### src/rtl/dxw_pkg.sv
package dxw_pkg;
  typedef enum logic [1:0] {
    ST_IDLE = 2'd0,
    ST_WAIT = 2'd1,
    ST_RESP = 2'd2
  } walk_state_e;

  localparam logic [1:0] PERM_NONE = 2'b00;
  localparam logic [1:0] PERM_RW   = 2'b11;
endpackage

### src/rtl/dxw_cfg_regs.sv
module dxw_cfg_regs #(
  parameter int ADDR_W = 32
) (
  input  logic              clk,
  input  logic              rst,
  input  logic              cfg_we,
  input  logic              cfg_sel,
  input  logic [ADDR_W-1:0] cfg_wdata,
  output logic [ADDR_W-1:0] base_q,
  output logic [ADDR_W-1:0] limit_q
);
  always_ff @(posedge clk) begin
    if (rst) begin
      base_q  <= '0;
      limit_q <= '0;
    end else if (cfg_we) begin
      if (cfg_sel) limit_q <= cfg_wdata;
      else         base_q  <= cfg_wdata;
    end
  end
endmodule

### src/rtl/dxw_index_check.sv
module dxw_index_check #(
  parameter int ADDR_W      = 32,
  parameter int PAGE_SHIFT  = 12,
  parameter int ENTRY_SHIFT = 3
) (
  input  logic [ADDR_W-1:0] addr,
  input  logic [ADDR_W-1:0] base,
  input  logic [ADDR_W-1:0] limit,
  output logic              in_range,
  output logic [ADDR_W-1:0] slot_addr
);
  localparam int IDX_W = ADDR_W - PAGE_SHIFT;

  logic [IDX_W-1:0]  page_idx;
  logic [ADDR_W-1:0] idx_wide;
  logic [ADDR_W-1:0] slot_count;
  logic [ADDR_W-1:0] base_clr;

  always_comb begin
    page_idx   = addr[ADDR_W-1:PAGE_SHIFT];
    idx_wide   = ADDR_W'(page_idx);
    slot_count = limit >> ENTRY_SHIFT;
    in_range   = idx_wide < slot_count;
    base_clr   = base;
    base_clr[ADDR_W-1] = 1'b0;
    slot_addr  = base_clr + (idx_wide << ENTRY_SHIFT);
  end
endmodule

### src/rtl/dxw_seq.sv
module dxw_seq
  import dxw_pkg::*;
#(
  parameter int ADDR_W     = 32,
  parameter int PAGE_SHIFT = 12
) (
  input  logic              clk,
  input  logic              rst,
  input  logic              req_valid,
  input  logic [ADDR_W-1:0] req_addr,
  input  logic              in_range,
  input  logic [ADDR_W-1:0] slot_addr,
  output logic              req_ready,
  output logic              mem_req,
  output logic [ADDR_W-1:0] mem_addr,
  input  logic              mem_rvalid,
  input  logic [ADDR_W-1:0] mem_rdata,
  input  logic              mem_rerr,
  output logic              rsp_valid,
  output logic [ADDR_W-1:0] rsp_paddr,
  output logic [1:0]        rsp_perm,
  output logic              rsp_fault
);
  walk_state_e           state_q;
  logic [PAGE_SHIFT-1:0] offset_q;

  assign req_ready = (state_q == ST_IDLE);

  always_ff @(posedge clk) begin
    if (rst) begin
      state_q   <= ST_IDLE;
      offset_q  <= '0;
      mem_req   <= 1'b0;
      mem_addr  <= '0;
      rsp_valid <= 1'b0;
      rsp_paddr <= '0;
      rsp_perm  <= PERM_NONE;
      rsp_fault <= 1'b0;
    end else begin
      mem_req   <= 1'b0;
      rsp_valid <= 1'b0;
      rsp_fault <= 1'b0;
      unique case (state_q)
        ST_IDLE: begin
          if (req_valid) begin
            offset_q <= req_addr[PAGE_SHIFT-1:0];
            if (in_range) begin
              mem_req  <= 1'b1;
              mem_addr <= slot_addr;
              state_q  <= ST_WAIT;
            end else begin
              rsp_valid <= 1'b1;
              rsp_fault <= 1'b1;
              rsp_paddr <= '0;
              rsp_perm  <= PERM_NONE;
              state_q   <= ST_RESP;
            end
          end
        end
        ST_WAIT: begin
          if (mem_rvalid) begin
            rsp_valid <= 1'b1;
            state_q   <= ST_RESP;
            if (mem_rerr) begin
              rsp_fault <= 1'b1;
              rsp_paddr <= '0;
              rsp_perm  <= PERM_NONE;
            end else begin
              rsp_paddr <= {mem_rdata[ADDR_W-1:PAGE_SHIFT], offset_q};
              rsp_perm  <= PERM_RW;
            end
          end
        end
        default: state_q <= ST_IDLE;
      endcase
    end
  end
endmodule

### src/rtl/dxw_walker.sv
module dxw_walker #(
  parameter int ADDR_W      = 32,
  parameter int PAGE_SHIFT  = 12,
  parameter int ENTRY_SHIFT = 3
) (
  input  logic              clk,
  input  logic              rst,
  input  logic              cfg_we,
  input  logic              cfg_sel,
  input  logic [ADDR_W-1:0] cfg_wdata,
  input  logic              req_valid,
  output logic              req_ready,
  input  logic [ADDR_W-1:0] req_addr,
  output logic              mem_req,
  output logic [ADDR_W-1:0] mem_addr,
  input  logic              mem_rvalid,
  input  logic [ADDR_W-1:0] mem_rdata,
  input  logic              mem_rerr,
  output logic              rsp_valid,
  output logic [ADDR_W-1:0] rsp_paddr,
  output logic [1:0]        rsp_perm,
  output logic              rsp_fault
);
  logic [ADDR_W-1:0] base_q;
  logic [ADDR_W-1:0] limit_q;
  logic              in_range;
  logic [ADDR_W-1:0] slot_addr;

  dxw_cfg_regs #(.ADDR_W(ADDR_W)) u_regs (
    .clk(clk), .rst(rst), .cfg_we(cfg_we), .cfg_sel(cfg_sel),
    .cfg_wdata(cfg_wdata), .base_q(base_q), .limit_q(limit_q)
  );

  dxw_index_check #(
    .ADDR_W(ADDR_W), .PAGE_SHIFT(PAGE_SHIFT), .ENTRY_SHIFT(ENTRY_SHIFT)
  ) u_chk_idx (
    .addr(req_addr), .base(base_q), .limit(limit_q),
    .in_range(in_range), .slot_addr(slot_addr)
  );

  dxw_seq #(.ADDR_W(ADDR_W), .PAGE_SHIFT(PAGE_SHIFT)) u_seq (
    .clk(clk), .rst(rst), .req_valid(req_valid), .req_addr(req_addr),
    .in_range(in_range), .slot_addr(slot_addr), .req_ready(req_ready),
    .mem_req(mem_req), .mem_addr(mem_addr), .mem_rvalid(mem_rvalid),
    .mem_rdata(mem_rdata), .mem_rerr(mem_rerr), .rsp_valid(rsp_valid),
    .rsp_paddr(rsp_paddr), .rsp_perm(rsp_perm), .rsp_fault(rsp_fault)
  );
endmodule

### config.mk
export PLATFORM = sky130hd
export DESIGN_NAME = dxw_walker
export DESIGN_NICKNAME = d
export VERILOG_FILES = /design/src/rtl/dxw_pkg.sv /design/src/rtl/dxw_cfg_regs.sv /design/src/rtl/dxw_index_check.sv /design/src/rtl/dxw_seq.sv /design/src/rtl/dxw_walker.sv
export SDC_FILE = /design/constraint.sdc
export NUM_CORES = 1
export LEC_CHECK = 0
export BUFFER_PORTS_ARGS = -buffer_cell sky130_fd_sc_hd__buf_2
export CORE_MARGIN = 2
export CORE_UTILIZATION = 40
export CTS_CLUSTER_DIAMETER = 40
export DETAILED_ROUTE_END_ITERATION = 7
export GPL_ROUTABILITY_DRIVEN = 0
export HOLD_SLACK_MARGIN = 0.06
export PLACE_DENSITY = 0.65
export SETUP_SLACK_MARGIN = 0.4
export SYNTH_ARGS = -nofsm -noshare
export SYNTH_HDL_FRONTEND = slang
export SYNTH_SLANG_ARGS = --single-unit
### constraint.sdc
create_clock -name clk -period 2.7 [get_ports clk]
set_input_delay 0.54 -clock clk [delete_from_list [all_inputs] [get_ports clk]]
set_output_delay 0.54 -clock clk [all_outputs]
set_load 0.02 [all_outputs]
# Yosys cells after proc, flatten, opt, wreduce, memory -nomap -nowiden
# Cells that the tools add are included.
dict set report totals {
  ff_bits 146
  in_bits 103
  output_inout_bits 70
  wordCells 50
}
dict set report op_classes {
  add_sub_neg 1
  n_lt_le_gt_ge 1
  eq_ne 4
  n_mux 22
  bitwise_logic 3
  reduce_logical 9
}
# op count
set ops {}
lappend ops {{32-bit two-way mux} 4}
lappend ops {{32-bit one-hot mux with 2 select lines} 1}
lappend ops {{31-bit by 23-bit adder with 32-bit output} 1}
lappend ops {{20-bit by 29-bit less-than comparator with 1-bit output} 1}
lappend ops {{2-bit two-way mux} 7}
lappend ops {{2-bit one-hot mux with 2 select lines} 2}
lappend ops {{2-bit AND reduction} 4}
lappend ops {{1-bit two-way mux} 6}
lappend ops {{2-bit inequality test (second input constant)} 3}
lappend ops {{1-bit one-hot mux with 2 select lines} 2}
lappend ops {{4-bit AND reduction} 1}
lappend ops {{1-bit NOT} 3}
lappend ops {{3-bit AND reduction} 1}
lappend ops {{3-bit OR reduction} 1}
lappend ops {{2-bit by 1-bit == test with 1-bit output (second input constant)} 1}
lappend ops {{2-bit zero test} 1}
lappend ops {{2-bit nonzero test} 1}

# Logic depth before layout (Yosys ltp)
dict set report logic_depth {
  ltp_word 4
  ltp_mapped 11
  ltp_nobuf 9
}

# Cells and area by module
# Synthesis repeated with hierarchy kept, for this count alone.
dict set report hier_totals {
  hier_cells 826
  area_unflattened_um2 7478.4
}
# module n_inst cells_per_inst area_each_um2 seq_area_each_um2
set modules_own_cells {}
lappend modules_own_cells {dxw_seq 1 357 3150.5 1641.6}
lappend modules_own_cells {dxw_cfg_regs 1 245 2656.3 1281.2}
lappend modules_own_cells {dxw_index_check 1 224 1671.6 0.0}

# Worst setup path after synthesis
# No wires, ideal clock.
dict set report synth_path {
  kind {input to register}
  startpoint {in req_addr[12]}
  endpoint {reg u_seq.mem_addr[21]}
  setup_ns 0.117
  arrival_ns 2.632
  required_ns 2.583
  slack_ns -0.050
  stages 9
  path_buffers 0
  path_cell_list {ha_1 -> fa_1 -> a211o_1 -> a211oi_4 -> nor3_2 -> a21oi_2 -> a21boi_0 -> or3_1 -> a32o_1}
}
dict set report synth_via {
  elab_chain_len 2
  elab_cells_between_ends 3
  classes_between {add/sub (1); order compare (1); reduce/logical (1)}
}
# element line_no
set synth_lines {}
lappend synth_lines {{start, declared} dxw_walker.sv:13} ;# input logic [ADDR_W-1:0] req_addr,
lappend synth_lines {{20-bit by 29-bit less-than comparator with 1-bit output} dxw_index_check.sv:23} ;# in_range = idx_wide < slot_count;
lappend synth_lines {{3-bit AND reduction (no line)} -}
lappend synth_lines {{end signal, assigned} dxw_seq.sv:49} ;# mem_addr <= slot_addr;
lappend synth_lines {{end, declared} dxw_seq.sv:15} ;# output logic [ADDR_W-1:0] mem_addr,
# Parallel ways exist; a longest one is shown, timed or not.
# A chain may end at the register's enable or synchronous reset.

# Final worst setup path
dict set report layout_path {
  startpoint {reg u_regs.base_q[3]}
  endpoint {reg u_seq.mem_addr[21]}
}
dict set report layout_via {
  elab_chain_len 1
}
# element line_no
set layout_lines {}
lappend layout_lines {{start, declared} dxw_cfg_regs.sv:9} ;# output logic [ADDR_W-1:0] base_q,
lappend layout_lines {{start signal, assigned} dxw_cfg_regs.sv:18} ;# else base_q <= cfg_wdata;
lappend layout_lines {{31-bit by 23-bit adder with 32-bit output} dxw_index_check.sv:26} ;# slot_addr = base_clr + (idx_wide << ENTRY_SHIFT);
# Every way passes these cells.

==> out/results.txt <==
The number of enable flip-flop cells after synthesis is 0, and the total count of max-transition violations in the final report is 0. The average detailed-routed wire length per instance is 15.2 µm. In the final design database the tool counted 1190 nets. Counting flops with an async set or reset pin after synthesis yields a share of 0%. The synthesized net count is 973, and the number of buffers inserted during clock tree synthesis is 17.

In this run the most critical hold path is launched from mem_rdata[28]. Summed over all layers, the global routing overflow is 0. After clock tree synthesis, the clock-pin slew on the worst setup and hold paths is 70 ps. The first-pass GRT wire length is 30200 µm, and the count of buffers inserted at the top-level ports is 160. Global routing used 20.9% of the available tracks.

After floorplanning, the core was divided into 47 placement rows. STA classifies the critical path startpoint as a flip-flop. The tools report the origin of the critical flop-to-flop path as u_regs.base_q[3]. The tools report the number of global-route vias before repair as 6039. TritonCTS built the clock tree. STA classifies the critical path endpoint as a flip-flop. The die is 134 µm wide. The signal on the critical path passes through ha_4 -> fa_2 -> a211o_1 -> a211oi_4 -> nor3_2 -> a21oi_2 -> a21boi_1 -> or3_1 -> a32o_1.

After synthesis the cells add up to 6790 µm². For the worst setup path, the data arrival time is 2790 ps. For the number of unique standard cell types used by synthesis, the log shows 59.

The number of antenna violations at the first check in global routing is 0. In the synthesized netlist the dominant register cell turns out to be sky130_fd_sc_hd__dfxtp_1. The tools report the die footprint as 18000 µm².

The H-tree was split into 4 levels. The worst slack at placement was -214 ps; the worst setup margin was 224 ps. The warning count from the yosys run came out at 0.

Summing the sequential cell areas from Yosys gives 41.9% of the chip area. Slowest stage cell on the critical path: sky130_fd_sc_hd__fa_2. The area growth from synthesis to layout is 40.8%. Cell area reported after detailed placement: 8150 µm². The tools report the number of violations of the max-capacitance limit as 0. Adding up every negative setup slack in the final design gives 0 ps.

The number of clock sinks was 142. The tools report the post-route DRC violation count as 0. At the pin with the least slew margin, the transition time is 737 ps. The via density per instance came out at 5.10. By startpoint and endpoint, the worst setup path is classified as flip-flop to flip-flop. The tools report the launching instance or port of the critical path as u_regs.base_q[3].

The initial utilization of the core area, before any placement, comes to 40.9%. The tools report the largest net degree at the start of global routing as 68. Cell chosen for the clock root: sky130_fd_sc_hd__clkbuf_16. The run gives 0 as the number of antenna diodes. For the worst setup path, the data required time is 3010 ps. After layout, the worst path uses 91.7% of the clock period. Setup repair after global routing could not meet its margin everywhere. The detail route stage leaves a number of antenna-violating nets equal to 0. The number of buffer and inverter stages on the critical path was 0; the top achievable clock speed was 404 MHz.

Grouping stages by cell kind, the critical path spends the most delay in compound AO/OA/AOI/OAI gates. The biggest fanout along the worst timing path was 2; the clock latency reported for the late side of the worst-skew pair was 420 ps. The logs give 50.8% for the relative slew slack and 4 for the number of search-and-repair iterations in the first detailed-routing pass. For this run, the slowest stage of the critical path takes 360 ps. Subtracting the final worst setup slack from the clock period gives 2480 ps. The run gives 19400 µm as the total routed wirelength. The average instance in the mapped netlist occupies 8.18 µm². Across the routed clock network, the largest skew measured is 8.93 ps. Counting flops and latches in the post-synthesis netlist gives 142.

The number of hold-repair buffers added at the cts stage is 0. 173 I/O pins were placed. The core region is 16600 µm². Setup violations remaining at the end of the flow were counted as 0.

In this run the worst hold path is classified as primary input to flip-flop. The number of vias in the routed layout is 6531, and the leakage power total is 4.15 nW. Number of failing hold endpoints at the final stage: 0.

For the worst supply voltage drop on vdd, the log shows 0.452 mV. The half-perimeter wire length after detailed placement was 12900 µm; the number of DRC violations after detailed-routing iteration 0 was 244. The run finished with clean final reports.

The die span in y was 134 µm. The ratio of total power to cell area works out to 619 nW/µm². In the final layout, the share of cells above drive strength 1 is 34.2%. The logs give 9560 µm² for the final non-filler cell area and 830 for the cell count after synthesis. In this run the deepest clock path goes through 2 buffers.
==> where the power goes <==
group	leakage, nW	internal [mW]	switching [mW]
clock network	0.276	1.30	0.985
registers	1.16	2.22	0.0778
logic	2.71	0.626	0.710
==> final cells by class <==
type	count	area [µm²]
clock inverters	15	150
repair buffers	242	1630
flip-flops and latches	142	2850
well taps	220	275
clock buffers	17	425
fillers	1540	7020
multi-input cells	585	4000
inverters	59	221
==> worst register-to-register path, cell delays in order (launching register included) <==
cell	delay (ps)
sky130_fd_sc_hd__dfxtp_2	330
sky130_fd_sc_hd__ha_4	160
sky130_fd_sc_hd__fa_2	360
sky130_fd_sc_hd__a211o_1	320
sky130_fd_sc_hd__a211oi_4	240
sky130_fd_sc_hd__nor3_2	100
sky130_fd_sc_hd__a21oi_2	230
sky130_fd_sc_hd__a21boi_1	110
sky130_fd_sc_hd__or3_1	320
sky130_fd_sc_hd__a32o_1	220
==> timing repair <==
action	CTS	global route
pin swaps	13	27
resized for setup	41	61
cloned	7	3
setup buffers	10	7
endpoints found under the setup margin	62	66
==> path summary, 6_finish.rpt <==
check | endpoint | slack (ps) | depth (start not counted)
setup / recovery | u_seq.mem_addr[21] | 220 | 9
hold / removal | u_seq.rsp_paddr[28] | 310 | 3
setup reg to reg | u_seq.mem_addr[21] | 220 | 9
hold reg to reg | u_seq.rsp_paddr[11] | 450 | 2
==> kinds of logic after synthesis <==
group,synth area share (%)
AO/OA/AOI/OAI,20.8
multiplexers,2.53
XOR/XNOR,2.06
AND/OR/NAND/NOR,19.1
adder cells (fa/ha/maj),7.48
flip-flops,41.9
buffers and inverters,6.06
==> routing by layer <==
layer	part of all wire [%]	GRT usage, %	routed length [µm]	vias to the layer above
met5	0	0	0	-
met4	1.6	7.02	305	0
met3	5.1	4.16	982	23
met2	47	33.7	9180	184
met1	46	27.9	8970	3022
li1	-	-	-	3302
==> layout by cell type, fill, tap and decap left out, drive strengths merged, types with 12 or more instances in the layout <==
master	instances
mux2i	16
nand2	188
a211oi	12
a21o	14
a21oi	101
dfxtp	142
inv	68
ha	39
clkbuf	19
o21ai	15
buf	240
nor2	41
o31ai	33
==> per-stage QoR <==
| stage | hold WS (ps) | instances | power [mW] | util [%] |
|---|---|---|---|---|
| 2_1_floorplan | 425 | 830 | 2.96 | - |
| 3_3_place_gp | 434 | 1221 | 3.35 | 49.1 |
| 3_5_place_dp | 437 | 1221 | 3.36 | 49.1 |
| 4_1_cts | 293 | 1270 | 5.85 | 55.2 |
| 5_1_grt | 322 | 1280 | 6.18 | 57.7 |
| 6_report | 313 | 1280 | 5.92 | 57.7 |
==> registers in the layout (all words and copies together), names as in the netlist <==
name             cells
u_regs.limit_q      29
u_seq.mem_req        1
u_seq.offset_q      12
u_seq.state_q        2
u_seq.rsp_perm       1
u_seq.rsp_fault      1
u_regs.base_q       31
u_seq.mem_addr      32
u_seq.rsp_valid      1
u_seq.rsp_paddr     32
==> Yosys cell counts, drive strengths merged (6+ instances only) <==
cell type / count / share of area, %
a211oi: 12 / 1.5
xnor2: 11 / 1.4
ha: 39 / 7.2
inv: 59 / 3.3
a22o: 6 / 0.77
o21a: 6 / 0.66
o31ai: 33 / 3.6
buf: 11 / 0.92
nand3: 11 / 0.81
nand2: 188 / 10
nor2: 41 / 2.3
o21ai: 15 / 1.1
clkbuf: 34 / 1.9
nand4: 9 / 0.83
a21oi: 101 / 7.6
dfxtp: 142 / 42
mux2i: 16 / 2.4
a21o: 14 / 1.6
(Power assumes the default switching activity.)
